`config.mk`:
```
export PLATFORM = sky130hd
export DESIGN_NAME = arith_mdu
export DESIGN_NICKNAME = d
export VERILOG_FILES = /design/src/rtl/mdu_pkg.sv /design/src/rtl/mdu_mult.sv /design/src/rtl/mdu_div.sv /design/src/rtl/arith_mdu.sv
export SDC_FILE = /design/constraint.sdc
export NUM_CORES = 2
export LEC_CHECK = 0
export CORE_MARGIN = 2
export CORE_UTILIZATION = 31
export CTS_CLUSTER_DIAMETER = 120
export DETAILED_ROUTE_END_ITERATION = 8
export PLACE_DENSITY_LB_ADDON = 0.3
export SKIP_CTS_REPAIR_TIMING = 1
export SLEW_MARGIN = 20
export SYNTH_ARGS = -nofsm -noshare
export SYNTH_HDL_FRONTEND = slang
export SYNTH_SLANG_ARGS = --single-unit
```
`constraint.sdc`:
```
create_clock -name clk -period 9.25 [get_ports clk]
set_input_delay 1.85 -clock clk [delete_from_list [all_inputs] [get_ports clk]]
set_output_delay 1.85 -clock clk [all_outputs]
set_load 0.005 [all_outputs]
```
`src/rtl/mdu_pkg.sv`:
```
package mdu_pkg;
  typedef enum logic [2:0] {
    RS_ALO = 3'd0,
    RS_AHI = 3'd1,
    RS_BLO = 3'd2,
    RS_BHI = 3'd3,
    RS_CLO = 3'd4,
    RS_CHI = 3'd5,
    RS_CTL = 3'd6,
    RS_NUL = 3'd7
  } reg_sel_e;

  localparam int CB_DIV = 7;  // divide-mode select
  localparam int CB_MAC = 6;  // accumulate select / interrupt mask in divide mode
  localparam int CB_GO  = 0;  // divide start, reads as busy
endpackage

```
`src/rtl/mdu_mult.sv`:
```
module mdu_mult #(
  parameter int DW = 16
) (
  input  logic            clk,
  input  logic            rst,
  input  logic            go,
  input  logic            mac_in,
  input  logic [DW-1:0]   opa,
  input  logic [DW-1:0]   opb,
  output logic [2*DW-1:0] prod_q,
  output logic            vld_q,
  output logic            mac_q
);
  localparam int PW = 2 * DW;

  always_ff @(posedge clk) begin
    if (rst) begin
      prod_q <= '0;
      vld_q  <= 1'b0;
      mac_q  <= 1'b0;
    end else begin
      vld_q <= go;
      mac_q <= go && mac_in;
      if (go) prod_q <= PW'(opa) * PW'(opb);
    end
  end
endmodule

```
`src/rtl/mdu_div.sv`:
```
module mdu_div #(
  parameter int W    = 32,
  parameter int STEP = 2
) (
  input  logic         clk,
  input  logic         rst,
  input  logic         start,
  input  logic [W-1:0] dividend,
  input  logic [W-1:0] divisor,
  output logic         busy,
  output logic         fin,
  output logic [W-1:0] quo_nxt,
  output logic [W-1:0] rem_nxt
);
  localparam int ITER = W / STEP;
  localparam int CW   = (ITER > 1) ? $clog2(ITER) : 1;

  logic [CW-1:0] cnt;
  logic [W-1:0]  quo_q, rem_q, den_q;
  logic [W-1:0]  rs [STEP+1];
  logic [W-1:0]  qs [STEP+1];

  assign rs[0] = rem_q;
  assign qs[0] = quo_q;

  for (genvar g = 0; g < STEP; g++) begin : g_step
    logic [W:0] sh;
    logic       ge;
    assign sh        = {rs[g], qs[g][W-1]};
    assign ge        = (sh >= {1'b0, den_q});
    assign rs[g+1]   = ge ? W'(sh - {1'b0, den_q}) : sh[W-1:0];
    assign qs[g+1]   = {qs[g][W-2:0], ge};
  end

  assign fin     = busy && (cnt == CW'(ITER - 1));
  assign quo_nxt = qs[STEP];
  assign rem_nxt = rs[STEP];

  always_ff @(posedge clk) begin
    if (rst) begin
      busy  <= 1'b0;
      cnt   <= '0;
      quo_q <= '0;
      rem_q <= '0;
      den_q <= '0;
    end else if (start && !busy) begin
      busy  <= 1'b1;
      cnt   <= '0;
      quo_q <= dividend;
      rem_q <= '0;
      den_q <= divisor;
    end else if (busy) begin
      quo_q <= qs[STEP];
      rem_q <= rs[STEP];
      cnt   <= cnt + 1'b1;
      if (fin) busy <= 1'b0;
    end
  end

  // busy stays up until the final iteration
  a_r6_busy_holds: assert property (@(posedge clk) disable iff (rst)
    (busy && !fin) |=> busy);
  // busy drops right after the final iteration
  a_r6_busy_clears: assert property (@(posedge clk) disable iff (rst)
    fin |=> !busy);
  // a zero divisor yields an all-ones quotient
  a_r8_divzero_ones: assert property (@(posedge clk) disable iff (rst)
    (fin && den_q == '0) |-> (&quo_nxt));
endmodule

```
`src/rtl/arith_mdu.sv`:
```
module arith_mdu
  import mdu_pkg::*;
#(
  parameter int DW         = 16,
  parameter int RADIX_BITS = 2
) (
  input  logic          clk,
  input  logic          rst,
  input  logic          wr_en,
  input  logic [2:0]    addr,
  input  logic [DW-1:0] wdata,
  output logic [DW-1:0] rdata,
  output logic          irq
);
  localparam int PW = 2 * DW;

  logic [DW-1:0] a_lo, a_hi, b_lo, b_hi, c_lo, c_hi;
  logic [1:0]    mode;          // [1] divide, [0] accumulate / irq mask
  logic          busy, fin;
  logic [PW-1:0] quo_nxt, rem_nxt;
  logic [PW-1:0] prod_q, addend;
  logic          mul_vld, mul_mac, acc_pend;
  logic          wr_ok, start, go;
  logic [DW-1:0] rd_mux;

  assign wr_ok = wr_en && !busy;
  assign start = wr_ok && (addr == RS_CTL) && wdata[CB_DIV] && wdata[CB_GO];
  assign go    = wr_ok && (addr == RS_AHI) && !mode[1];

  mdu_mult #(.DW(DW)) u_mul (
    .clk    (clk),
    .rst    (rst),
    .go     (go),
    .mac_in (mode[0]),
    .opa    (a_lo),
    .opb    (wdata),
    .prod_q (prod_q),
    .vld_q  (mul_vld),
    .mac_q  (mul_mac)
  );

  mdu_div #(.W(PW), .STEP(RADIX_BITS)) u_div (
    .clk      (clk),
    .rst      (rst),
    .start    (start),
    .dividend ({a_hi, a_lo}),
    .divisor  ({b_hi, b_lo}),
    .busy     (busy),
    .fin      (fin),
    .quo_nxt  (quo_nxt),
    .rem_nxt  (rem_nxt)
  );

  always_comb begin
    case (addr)
      RS_ALO:  rd_mux = a_lo;
      RS_AHI:  rd_mux = a_hi;
      RS_BLO:  rd_mux = b_lo;
      RS_BHI:  rd_mux = b_hi;
      RS_CLO:  rd_mux = c_lo;
      RS_CHI:  rd_mux = c_hi;
      RS_CTL:  rd_mux = {{(DW-8){1'b0}}, mode, 5'b0, busy};
      default: rd_mux = '0;
    endcase
  end

  always_ff @(posedge clk) begin
    if (rst) begin
      a_lo <= '0; a_hi <= '0;
      b_lo <= '0; b_hi <= '0;
      c_lo <= '0; c_hi <= '0;
      mode     <= '0;
      acc_pend <= 1'b0;
      addend   <= '0;
      irq      <= 1'b0;
      rdata    <= '0;
    end else begin
      // operand A: quotient on completion, otherwise software
      if (fin) {a_hi, a_lo} <= quo_nxt;
      else if (wr_ok && addr == RS_ALO) a_lo <= wdata;
      else if (wr_ok && addr == RS_AHI) a_hi <= wdata;

      // B: product has priority over software
      if (mul_vld) {b_hi, b_lo} <= prod_q;
      else if (wr_ok && addr == RS_BLO) b_lo <= wdata;
      else if (wr_ok && addr == RS_BHI) b_hi <= wdata;

      // C: remainder, then software preload, then accumulation
      if (fin) {c_hi, c_lo} <= rem_nxt;
      else if (wr_ok && addr == RS_CLO) c_lo <= wdata;
      else if (wr_ok && addr == RS_CHI) c_hi <= wdata;
      else if (acc_pend) {c_hi, c_lo} <= {c_hi, c_lo} + addend;

      acc_pend <= mul_vld && mul_mac;
      if (mul_vld) addend <= prod_q;

      if (wr_ok && addr == RS_CTL) mode <= {wdata[CB_DIV], wdata[CB_MAC]};

      irq   <= fin && !mode[0];
      rdata <= rd_mux;
    end
  end

  // B never moves while the divider runs
  a_r9_b_stable: assert property (@(posedge clk) disable iff (rst)
    (busy && !fin) |=> $stable({b_hi, b_lo}));
  // the interrupt only fires in unmasked divide mode
  a_r10_irq_mode: assert property (@(posedge clk) disable iff (rst)
    irq |-> (mode == 2'b10));
  // the interrupt follows the last divider iteration
  a_r10_irq_after_fin: assert property (@(posedge clk) disable iff (rst)
    irq |-> $past(fin));
  // no multiply result after an A-high write in divide mode
  a_r11_no_mul_in_div: assert property (@(posedge clk) disable iff (rst)
    (wr_en && addr == RS_AHI && mode[1]) |=> !mul_vld);
endmodule

```
==> run summary <==
initial antenna violation count: 2
WS Path Type: in -> reg
H-tree depth: 2
minimum clock period after layout: 8.23 ns
most common cell after layout, fill and taps aside: nand2_1
Worst R2R End: c_hi[8]$_SDFFE_PP0P_
unrepaired setup endpoints after global routing: false
Worst setup EP type: register
gpl congestion: 0.955
run status: finished, final reports clean
CP max stage delay: 0.84 ns
Main synth FF type: dfxtp_1
worst skew pair latency: 0.56 ns
share of cells above drive strength 1: 6.53%
clock sinks: 283
Hold Crit Class: reg -> reg
#FFs+latches synth: 283
Via density: 5.40
syn_nets: 3606
# DRC: 0
Int Pwr: 2530 uW
Mapped Area: 25900 um2
Peak VDD IR: 123 uV
CTS tree: done
die width: 293 um
CTS buffer count: 35
maxcap violations: 0
Layout area overhead: 10.0%
commonest non-fill, non-tap cells in the layout: nand2_1 (404), inv_1 (294), dfxtp_1 (281)
critical path fanouts, max: 15
antenna viol nets, final: 0
Setup Skew: 0.0352 ns
Gate power share: 34.4%
Mean Syn Cell Area: 8.13 um2
Reg2Reg Launch Point: u_div.den_q[1]$_SDFFE_PP0P_
gr ovfl total: 0
R2R Setup Slk: 1.77 ns
EDFF count, synth: 0
# rows: 105
P_leak: 0.0125 uW
Reg power frac: 31.6%
Routed WL: 88200 um
Final Hold Vio Count: 0
Root Driver: clkbuf_16
highest clock rate: 0.122 GHz
Yosys warnings: 0
Startpoint Class: input port
via count: 22800
hold_ws: 0.455 ns
Clk pwr share: 34.0%
setup TNS: 0 ns
hpwl dp: 67100 um
WHS Path Cells: 2
largest net degree at the start of global routing: 79
GRT Util Overall: 20.4%
hold-critical path endpoint: u_div.den_q[9]$_SDFFE_PP0P_
Slew Viols, Final: 0
Critical Path RT: 9.69 ns
pwr dens: 140 nW/um2
reg2reg path depth: 21
vias in the first global route: 22100
Seq/Total Area, Yosys: 21.9%
Sw Ratio: 36.4%
first-pass GRT wire length: 136000 um
die area: 85900 um2
Fillers: 8695
Hold Crit Start: u_div.den_q[9]$_SDFFE_PP0P_
Wirelength per Cell: 20.9 um
Die H: 293 um
CP most frequent cell: fa_1
Worst-path clk slew: 0.06 ns
violation count after the first detailed-routing iteration: 1753
worst slew pin tran: 1.15 ns
Distinct cells, synth: 80
CP cell instances: clkdlybuf4s50_1 -> nand2_1 -> fa_1 -> fa_1 -> fa_1 -> inv_1 -> fa_1 -> fa_1 -> inv_1 -> fa_1 -> inv_1 -> ha_1 -> a21o_1 -> a21oi_1 -> o221ai_1 -> or4b_1 -> a311oi_1 -> o21bai_1 -> o31ai_1 -> xnor2_1 -> a22o_1
Final setup violation count: 0
Final Cycle Share: 89.0%
cells after synthesis: 3187
Async SR Flop Fraction: 0%
Slew headroom: 23.4%
Initial Util: 31.4%
Nets: 3548
core area: 82400 um2
switching power: 1450 uW
DR pass1 iterations: 6
maximum root-to-sink buffer count: 3
worst path arrival time: 8.66 ns
slowest CP cell: clkdlybuf4s50_1
PortBufs: 38
# diodes: 0
Ports: 39
-- cell families after synthesis --
group	count (synthesis)	share of synthesized area, %
AO/OA/AOI/OAI	728	18.4
XOR/XNOR	105	3.55
adder cells (fa/ha/maj)	397	24.9
buffers and inverters	498	7.33
flip-flops	283	21.9
multiplexers	143	6.01
AND/OR/NAND/NOR	1033	17.9
-- area by class of cell --
type / count / area (um2) / area share [%]
clock buffers: 50 / 993 / 3.49
clock inverters: 13 / 119 / 0.417
inverters: 297 / 1110 / 3.91
multi-input cells: 2406 / 18400 / 64.5
flip-flops and latches: 283 / 5670 / 19.9
well taps: 1070 / 1340 / 4.70
repair buffers: 106 / 887 / 3.11
-- power by group through the flow --
stage	logic (uW)	registers (uW)	clock network (uW)
floorplan	957	1270	0
global placement	1340	1280	0
detailed placement	1340	1280	0
CTS	1350	1260	1370
global route	1480	1260	1420
finish	1370	1260	1350
-- synth_stat cells, drive strengths merged, types with 6 or more instances --
cell type	number	area, um2
nor3b	6	45.0
xnor2	62	543
nand2	404	1520
a31oi	20	125
ha	200	2500
nor2b	14	87.6
or2	7	43.8
inv	294	1100
o31ai	13	97.6
a32o	9	90.1
and3	26	163
nand2b	14	87.6
and2	143	895
o21a	17	128
a21o	50	375
a311oi	35	307
buf	22	111
nor3	32	160
clkbuf	179	673
fa	197	3940
o21bai	18	135
or3	6	37.5
mux2i	91	911
a211oi	26	200
nand3	70	355
o21ai	111	556
a21oi	268	1340
a22oi	44	330
nor2	283	1060
a2111oi	12	120
mux2	47	533
nand4	15	93.8
a221oi	22	210
dfxtp	283	5670
xor2	43	377
o211ai	13	103
-- routing by layer --
layer	track usage [%]	share of wire, %
met4	6.18	3.1
met5	0	0.014
met1	28.0	46
met2	33.3	45
met3	2.62	5.7
-- worst max path at each step --
stage                                          to  depth (start not counted)  startpoint
finish              u_mul.prod_q[29]$_SDFFE_PP0P_                         21    wdata[1]
global route        u_mul.prod_q[29]$_SDFFE_PP0P_                         21    wdata[2]
CTS                 u_mul.prod_q[29]$_SDFFE_PP0P_                         21    wdata[1]
detailed placement  u_mul.prod_q[29]$_SDFFE_PP0P_                         21    wdata[1]
global placement    u_mul.prod_q[29]$_SDFFE_PP0P_                         21    wdata[1]
floorplan           u_mul.prod_q[29]$_SDFFE_PP0P_                         23    wdata[7]
-- per-stage QoR --
stage          std cells  utilization [%]  area [um2]  worst slack [ns]  power, uW
2_1_floorplan       3187                -       25900              1.49       2230
3_3_place_gp        4162             33.2       27400             0.545       2630
3_5_place_dp        4162             33.2       27400             0.483       2630
4_1_cts             4225             34.6       28500              1.04       3980
5_1_grt             4225             34.6       28500             0.661       4160
6_report            4225             34.6       28500              1.02       3980
-- registers in the layout, summed over array words and instances, names as in the netlist, 32 cells and up --
register / cells
addend: 32
u_div.den_q: 32
u_div.quo_q: 32
u_div.rem_q: 32
u_mul.prod_q: 32
-- worst max-delay path, delay by kind of cell --
family          cells  cell delay, ns
fa+ha+maj           7            3.34
buf+inv             4            0.98
xor+xnor            1            0.09
simple gates        2            0.81
compound gates      7            1.59
No activity file was read; power rests on OpenSTA's default activity.
